## src/rtl/brkfail_pkg.sv

```systemverilog
package brkfail_pkg;
    parameter int unsigned BF_DLY_W = 16;
    parameter int unsigned BF_NPATH = 3;

    typedef enum logic [1:0] {
        PATH_EARLY = 2'd0,
        PATH_MAIN  = 2'd1,
        PATH_SLOW  = 2'd2
    } bf_path_e;
endpackage

```

## src/rtl/bf_path_timer.sv

```systemverilog
module bf_path_timer #(
    parameter int unsigned W      = 16,
    parameter bit          SUPERV = 1'b1
) (
    input  logic         clk,
    input  logic         rst,
    input  logic         tick,
    input  logic         run,
    input  logic [W-1:0] dly,
    input  logic [W-1:0] open_dly,
    output logic         exp_nxt,
    output logic         low_nxt
);
    typedef struct packed {
        logic [W-1:0] cnt;
        logic [W-1:0] sup;
        logic         expd;
        logic         low;
    } tmr_t;

    tmr_t s_d, s_q;

    always_comb begin
        s_d = s_q;
        if (tick) begin
            if (!run) begin
                s_d = '0;
            end else if (!s_q.expd) begin
                if (s_q.cnt == dly) s_d.expd = 1'b1;
                else                s_d.cnt  = s_q.cnt + 1'b1;
            end else if (SUPERV && !s_q.low) begin
                if (s_q.sup == open_dly) s_d.low = 1'b1;
                else                     s_d.sup = s_q.sup + 1'b1;
            end
        end
    end

    always_ff @(posedge clk) begin
        if (rst) s_q <= '0;
        else     s_q <= s_d;
    end

    assign exp_nxt = s_d.expd;
    assign low_nxt = s_d.low;
endmodule

```

## src/rtl/bf_seal_in.sv

```systemverilog
module bf_seal_in #(
    parameter int unsigned W = 16
) (
    input  logic         clk,
    input  logic         rst,
    input  logic         tick,
    input  logic         decl,
    input  logic [W-1:0] seal_dly,
    output logic         trip
);
    typedef struct packed {
        logic [W-1:0] cnt;
        logic         act;
    } seal_t;

    seal_t s_d, s_q;

    always_comb begin
        s_d = s_q;
        if (tick) begin
            if (decl) begin
                s_d.act = 1'b1;
                s_d.cnt = '0;
            end else if (s_q.act) begin
                if (s_q.cnt == seal_dly) begin
                    s_d.act = 1'b0;
                    s_d.cnt = '0;
                end else begin
                    s_d.cnt = s_q.cnt + 1'b1;
                end
            end
        end
    end

    always_ff @(posedge clk) begin
        if (rst) s_q <= '0;
        else     s_q <= s_d;
    end

    assign trip = s_q.act;
endmodule

```

## src/rtl/brkfail_ctrl.sv

```systemverilog
module brkfail_ctrl
    import brkfail_pkg::*;
#(
    parameter int unsigned DLY_W = BF_DLY_W
) (
    input  logic             clk,
    input  logic             rst,
    input  logic             tick,
    input  logic             initiate,
    input  logic             brk_closed,
    input  logic             in_service,
    input  logic             oc_high,
    input  logic             oc_low,
    input  logic [2:0]       path_en,
    input  logic [DLY_W-1:0] dly_early,
    input  logic [DLY_W-1:0] dly_main,
    input  logic [DLY_W-1:0] dly_slow,
    input  logic [DLY_W-1:0] dly_open,
    input  logic [DLY_W-1:0] dly_seal,
    output logic             retrip,
    output logic [2:0]       path_op,
    output logic             bf_trip
);
    localparam int unsigned NP   = BF_NPATH;
    localparam int          I_EA = int'(PATH_EARLY);
    localparam int          I_SL = int'(PATH_SLOW);

    typedef struct packed {
        logic          retrip;
        logic [NP-1:0] op;
    } out_t;

    out_t r_d, r_q;

    logic [DLY_W-1:0] dly_sel [NP];
    logic [NP-1:0]    exp_n;
    logic [NP-1:0]    low_n;
    logic [NP-1:0]    cond;
    logic             decl;

    assign dly_sel[I_EA]            = dly_early;
    assign dly_sel[int'(PATH_MAIN)] = dly_main;
    assign dly_sel[I_SL]            = dly_slow;

    for (genvar p = 0; p < NP; p++) begin : g_path
        bf_path_timer #(
            .W      (DLY_W),
            .SUPERV (p != I_SL)
        ) u_tmr (
            .clk      (clk),
            .rst      (rst),
            .tick     (tick),
            .run      (initiate && path_en[p]),
            .dly      (dly_sel[p]),
            .open_dly (dly_open),
            .exp_nxt  (exp_n[p]),
            .low_nxt  (low_n[p])
        );

        if (p == I_SL) begin : g_slow
            assign cond[p] = brk_closed && in_service;
        end else if (p == I_EA) begin : g_early
            assign cond[p] = brk_closed && (low_n[p] ? oc_low : oc_high);
        end else begin : g_main
            assign cond[p] = low_n[p] ? oc_low : oc_high;
        end
    end

    always_comb begin
        r_d = r_q;
        if (tick) begin
            r_d.retrip = initiate;
            r_d.op     = exp_n & cond;
        end
    end

    assign decl = tick && |(exp_n & cond);

    always_ff @(posedge clk) begin
        if (rst) r_q <= '0;
        else     r_q <= r_d;
    end

    bf_seal_in #(.W(DLY_W)) u_seal (
        .clk      (clk),
        .rst      (rst),
        .tick     (tick),
        .decl     (decl),
        .seal_dly (dly_seal),
        .trip     (bf_trip)
    );

    assign retrip  = r_q.retrip;
    assign path_op = r_q.op;
endmodule

```

## config.mk

```make
export PLATFORM = sky130hd
export DESIGN_NAME = brkfail_ctrl
export DESIGN_NICKNAME = d
export VERILOG_FILES = /design/src/rtl/brkfail_pkg.sv /design/src/rtl/bf_path_timer.sv /design/src/rtl/bf_seal_in.sv /design/src/rtl/brkfail_ctrl.sv
export SDC_FILE = /design/constraint.sdc
export NUM_CORES = 1
export LEC_CHECK = 0
export BUFFER_PORTS_ARGS = -buffer_cell sky130_fd_sc_hd__buf_2
export CORE_MARGIN = 3
export CORE_UTILIZATION = 45
export DETAILED_ROUTE_END_ITERATION = 6
export GPL_TIMING_DRIVEN = 0
export HOLD_SLACK_MARGIN = 0.08
export PLACE_DENSITY_LB_ADDON = 0.08
export SLEW_MARGIN = 20
export SYNTH_ARGS = -nofsm -noshare
export SYNTH_HDL_FRONTEND = slang
export SYNTH_HIERARCHICAL = 1
export SYNTH_SLANG_ARGS = --single-unit
```

## constraint.sdc

```tcl
create_clock -name clk -period 3.96 [get_ports clk]
set_clock_uncertainty 0.05 [all_clocks]
set_input_delay 0.99 -clock clk [delete_from_list [all_inputs] [get_ports clk]]
set_output_delay 0.99 -clock clk [all_outputs]
set_load 0.005 [all_outputs]
```

==> summary.txt, run 1 <==
Status
  – Outcome: finished clean

Clock network
  – CTS H-Tree Depth: 3
  – Num CTS Buffers: 9
  – Root Driver: clkbuf_16
  – Post-CTS Setup Inserts: 0
  – CTS Sinks: roughly 110
  – CTS tree: yes
  – CTS Buffer Depth: 2
  – Clk slew on worst S/H paths: 0.07 ns
  – Clock Latency Late Sink: ~0.35 ns

Placement
  – GP Congestion: 0.861
  – Post-DP HPWL: around 13,000 um
  – Post-Place Worst Slack: -0.310 ns
  – IO buf count: 95
  – Placed cells: 1,081
  – Placed cell areas: 7410 um^2

GRT
  – Largest net degree at the start of global routing: 32
  – Total congestion overflow: 0
  – All-Layer GR Usage: 0.216
  – Antenna violations before repair: 0
  – Vias in the first global route: 6,202
  – First-pass GRT wire length: between 20,000 and 30,000 um

Critical path
  – FF-to-FF End: u_seal/s_q[12]
  – CP Capture Type: flip-flop
  – Bufs and invs on worst path: 1
  – CP Cell Sequence: buf_2 -> xor2_1 -> nor4_1 -> nand4_2 -> nor2_1 -> o21a_1 -> mux2_1 -> nand4_1 -> nand3_1 -> nand3b_1 -> nor2_4 -> nand2_1 -> o41ai_1
  – Slowest cell on crit path: nor4_1
  – Crit path max-delay family: simple AND/OR/NAND/NOR gates
  – R2R setup slack: 0.58 ns
  – CP required: approximately 4.2 ns
  – Critical path depth: 13
  – CP max FO: 8
  – Critical Path AT: between 3 and 4 ns
  – Worst Path Class, Setup: in -> reg
  – FF-to-FF path depth: 12
  – Reg-to-Reg Start: g_path[0].u_tmr/s_q[10]
  – Critical Path Max Stage Delay: 0.37 ns
  – Critical path startpoint category: input pin

Route
  – Vias per cell: approximately 5.8
  – Pre-Repair DR Iteration Count: 5
  – Total length of routed wires: between 15,000 and 20,000 um
  – Routed WL per cell: roughly 16 um
  – Final ANT Viol Nets: 0
  – DRT iter0 DRCs: approximately 380
  – DR vias: between 6,000 and 7,000
  – Remaining DRCs: 0

Yosys
  – Yosys warns: 6
  – Post-Synthesis Cell Area: 6710 um^2
  – Cells after synthesis: about 810
  – Average size of a mapped cell: about 8.3 um^2
  – Synthesized Nets: around 900

STA
  – Final hold vios: 0
  – Setup-failing EPs final: 0
  – Final min period: around 3.7 ns
  – Fin Setup TNS: 0 ns
  – Relative slew slack: 0.590
  – Worst-margin pin slew: ~0.61 ns
  – Final Max Tran Viols: 0
  – Fin Hold WS: 0.425 ns
  – Highest clock rate: about 0.27 GHz
  – Setup slack after layout: 0.262 ns
  – Period utilization: 0.934
  – RSZ-0062 raised after global routing: no

Floorplanning
  – Die Width: 128 um
  – Die ar.: around 16,000 um^2
  – Placement row count: between 40 and 50
  – Initial core utilization: 0.472
  – IO Pins: 96
  – Die Span Y: approximately 130 um
  – Placeable Area: 14,200 um^2

Power and ir drop
  – VDD IR-drop max: between 0.0002 and 0.00025 V
  – Leakage: ~3 nW
  – Pwr/cell area: 286 nW/um^2
  – PnR Total Power: 2.21 mW

Hold path
  – Hold/Removal Path Class: reg -> reg
  – Min-delay src: path_op[2]
  – Hold Path Depth: 2
  – Worst hold endpoint: path_op[2]

Finish
  – Antenna cells: 0
  – Final instance area: just under 8000 um^2
  – Area grow syn2layout: 14.9%
  – Final Non-Filler Cells: ~1,100
  – Layout Utilization: 0.542
  – Fraction of layout cells with a size suffix above 1: 0.189
  – Most frequent cells in the layout: 106 x dfxtp_1, 105 x buf_2, 101 x xor2_1
  – Commonest non-fill, non-tap cell in the layout: dfxtp_1
  – Final-stage net count: approximately 1,000

Flow run
  – Max Cap Viol: 0
[worst max path at each step]
stage / to / start / slack [ns]
floorplan: u_seal/s_q[14] / dly_open[3] / 0.44
global placement: u_seal/s_q[14] / dly_open[5] / -0.28
detailed placement: u_seal/s_q[12] / dly_open[8] / -0.31
CTS: u_seal/s_q[14] / dly_open[8] / 0.03
global route: u_seal/s_q[14] / dly_open[8] / 0.006
finish: u_seal/s_q[12] / dly_open[8] / 0.26
[per-layer routing]
metal,share of wire,routed length (um),track usage
met1,0.45,7950,0.269
met2,0.50,8930,0.388
met3,0.043,774,0.0438
met4,0.0083,148,0.0393
met5,0,0,0
[report_power, final]
part	total [mW]	switching (mW)	leakage, nW	internal [mW]
clock network	0.906	0.412	0.141	0.493
logic	0.225	0.133	2.02	0.0924
registers	1.08	0.00641	0.855	1.07
total	2.21	0.551	3.01	1.66
[what timing repair did]
action / 4_1_cts / 5_1_grt
endpoints found under the hold margin: 0 / 0
resized for setup: 0 / 2
hold buffers: 0 / 0
endpoints found under the setup margin: 0 / 5
[worst register-to-register path, cell delays in order (launching register included)]
cell	delay (ns)
dfxtp_1	0.47
xor2_1	0.11
nor4_1	0.37
nand4_2	0.24
nor2_1	0.16
o21a_1	0.15
mux2_1	0.33
nand4_1	0.12
nand3_1	0.16
nand3b_1	0.33
nor2_4	0.28
nand2_1	0.13
o41ai_1	0.36
[flip-flops by register name, indices dropped and copies added (netlist names)]
| name | flops |
|---|---|
| g_path.u_tmr/s_q | 85 |
| retrip | 1 |
| u_seal/s_q | 16 |
| path_op | 3 |
| u_seal/trip | 1 |
[final cells by class]
class,instances,area (um^2)
Sequential cell,106,2120
Buffer,34,231
Inverter,15,56.3
Tap cell,180,225
Clock buffer,12,236
Multi-Input combinational cell,651,4310
Timing Repair Buffer,95,475
Clock inverter,4,52.6
Fill cell,1401,6500
No activity file was read; power rests on OpenSTA's default activity.
==> run 2: changes to the inputs <==
--- a/config.mk
+++ b/config.mk
@@ -11,9 +11,8 @@
 export DETAILED_ROUTE_END_ITERATION = 6
 export GPL_TIMING_DRIVEN = 0
 export HOLD_SLACK_MARGIN = 0.08
-export PLACE_DENSITY_LB_ADDON = 0.08
+export PLACE_DENSITY = 0.66
 export SLEW_MARGIN = 20
 export SYNTH_ARGS = -nofsm -noshare
 export SYNTH_HDL_FRONTEND = slang
-export SYNTH_HIERARCHICAL = 1
 export SYNTH_SLANG_ARGS = --single-unit
==> summary.txt, run 2 <==
Status
  – Outcome: finished clean

Power and ir drop
  – Leakage: 2.50 nW
  – VDD IR-drop max: around 0.00018 V
  – Clock power share: 0.453
  – Switching power: 0.518 mW
  – Combinational power share: 0.082
  – PnR Total Power: between 2 and 2.5 mW
  – Internal power: 1.79 mW
  – Pwr/cell area: around 310 nW/um^2
  – Sequential Power Share: 0.465
  – Net Sw Frac: 0.225

Placement
  – Placed cell areas: between 6000 and 7000 um^2
  – Post-DP HPWL: 11,800 um
  – GP Congestion: 0.870
  – IO buf count: 92

Floorplanning
  – Die ar.: around 15,000 um^2
  – Initial core utilization: 0.468
  – IO Pins: 96
  – Placement row count: 42
  – Die Width: 124 um
  – Die Span Y: ~120 um
  – Placeable Area: ~13,000 um^2

Flow run
  – Max Cap Viol: 0

GRT
  – All-Layer GR Usage: 0.204
  – Largest net degree at the start of global routing: 18
  – Total congestion overflow: 0
  – Antenna violations before repair: 1
  – First-pass GRT wire length: ~27,000 um
  – Vias in the first global route: about 5,500

Finish
  – Multi-input gate area: 3930 um^2
  – Most frequent cells in the layout: 106 x dfxtp_1, 100 x buf_2, 83 x xnor2_1
  – Commonest non-fill, non-tap cell in the layout: dfxtp_1
  – Filler Cells Inserted: 1,357
  – Final instance area: 7330 um^2
  – Sequential Area: around 2100 um^2
  – Largest register FFs: 85
  – Layout Utilization: 0.545
  – Final-stage net count: 970
  – Antenna cells: 0
  – Area grow syn2layout: 16.4%
  – Fraction of layout cells with a size suffix above 1: 0.155
  – Top reg by flops: g_path.u_tmr.s_q

STA
  – Relative slew slack: 0.510
  – Fin Setup TNS: 0 ns
  – Final Max Tran Viols: 0
  – Highest clock rate: between 0.3 and 0.4 GHz
  – Final min period: around 3.0 ns
  – Period utilization: 0.761
  – Setup-failing EPs final: 0
  – Fin Hold WS: approximately 0.44 ns
  – Worst-margin pin slew: approximately 0.73 ns
  – RSZ-0062 raised after global routing: no
  – Final hold vios: 0

Yosys
  – Post-synth top area cell: dfxtp_1
  – Seq/Total Area, Yosys: 0.337
  – Largest cells by area after synthesis: dfxtp_1 34%, xnor2_1 12%, xor2_1 7.5%, nor2_1 4.1%, nand4_1 4.1%
  – EDFF count, synth: 0
  – Post-Synthesis Cell Area: ~6300 um^2
  – Top-area cell type share of the netlist area: 0.337
  – Synth Register Bits: around 110
  – Netlist cell types: 56
  – Synth cell count leaders: 106 x dfxtp_1, 83 x xnor2_1, 69 x nor2_1, 58 x nand2_1, 54 x xor2_1
  – Async S/R FF share, synth: 0
  – Ys flop type: dfxtp_1
  – Average size of a mapped cell: roughly 8.2 um^2
  – Synthesized Nets: a little under 900
  – Yosys warns: 0
  – Count leader, synth: dfxtp_1
  – Cells after synthesis: 770

Clock network
  – CTS H-Tree Depth: 3
  – Clk slew on worst S/H paths: ~0.070 ns
  – Number of hold buffers added after cts: 0
  – CTS Sinks: between 100 and 150
  – Post-CTS sizing: 0
  – Num CTS Buffers: 9
  – Root Driver: clkbuf_16
  – CTS tree: yes
  – Post-CTS Setup Inserts: 0
  – CTS Buffer Depth: 2
  – Clock Latency Late Sink: approximately 0.36 ns

Critical path
  – CP max FO: 10
  – FF-to-FF End: u_seal.s_q[11]
  – Slowest cell on crit path: buf_1
  – FF-to-FF path depth: 8
  – CP Capture Type: flip-flop
  – Worst Path Class, Setup: in -> reg
  – CP required: ~4.1 ns
  – R2R setup slack: roughly 1.5 ns
  – CP startpoint: tick
  – Critical path startpoint category: input pin
  – Worst Setup EP: g_path[2].u_tmr.s_q[33]
  – Critical Path AT: around 3.2 ns
  – Reg-to-Reg Start: g_path[0].u_tmr.s_q[2]
  – CP Cell Sequence: buf_2 -> clkbuf_1 -> buf_2 -> buf_1 -> a21o_1 -> clkbuf_1 -> a21oi_1
  – Critical Path Max Stage Delay: 0.47 ns

Route
  – Final ANT Viol Nets: 0
  – Remaining DRCs: 0
  – Vias per cell: ~5.5
  – Pre-Repair DR Iteration Count: 5
  – Routed WL per cell: between 10 and 15 um
  – Total length of routed wires: roughly 16,000 um
  – DR vias: 5,776
  – DRT iter0 DRCs: approximately 380

Hold path
  – Hold/Removal Path Class: reg -> reg
-- run 2: cell type report --
cell class | instances | share of cell area
Multi-Input combinational cell | 603 | 0.536
Sequential cell | 106 | 0.289
Timing Repair Buffer | 92 | 0.0628
Clock buffer | 10 | 0.0326
Tap cell | 176 | 0.0300
Buffer | 33 | 0.0193
Clock inverter | 6 | 0.0152
Inverter | 28 | 0.0143
-- run 2: how the worst min path moves through the flow --
stage | start | endpoint | depth (start not counted)
6_report | path_op[1] | path_op[1] | 2
5_1_grt | path_op[1] | path_op[1] | 2
3_3_place_gp | path_op[1] | path_op[1] | 2
3_5_place_dp | path_op[1] | path_op[1] | 2
4_1_cts | path_op[1] | path_op[1] | 2
2_1_floorplan | path_op[0] | path_op[0] | 2
-- run 2: routing by layer --
metal	routed length, um	vias to the layer above	global-route usage
met5	7	-	0
met4	240	2	0.0671
met3	739	20	0.0356
met2	7010	151	0.323
met1	7630	2660	0.281
li1	-	2943	-
-- run 2: power by group through the flow --
| stage | clock network (mW) | registers, mW | logic [mW] |
|---|---|---|---|
| after detailed placement | 0 | 1.10 | 0.189 |
| after global placement | 0 | 1.10 | 0.189 |
| after floorplan | 0 | 1.10 | 0.103 |
| after CTS | 1.07 | 1.07 | 0.189 |
| after global routing | 1.11 | 1.07 | 0.209 |
| final | 1.05 | 1.07 | 0.188 |
-- run 2: cells by family after synthesis --
group                      share of synthesized area
AOI/OAI and AO/OA                              0.133
xor gates and xnor gates                       0.190
adders and majority gates                     0.0119
buffers and inverters                         0.0391
DFF                                            0.337
muxes                                         0.0143
and+or+nand+nor                                0.275
-- run 2: critical path, delay by kind of cell --
family	cells	cell delay, ns
buf+inv	5	1.81
compound gates	2	0.37
-- run 2: metrics by stage --
step,worst slack (ns),instances
6_report,0.946,1054
2_1_floorplan,1.17,770
3_5_place_dp,0.565,1038
5_1_grt,0.767,1054
4_1_cts,0.941,1054
3_3_place_gp,0.549,1038
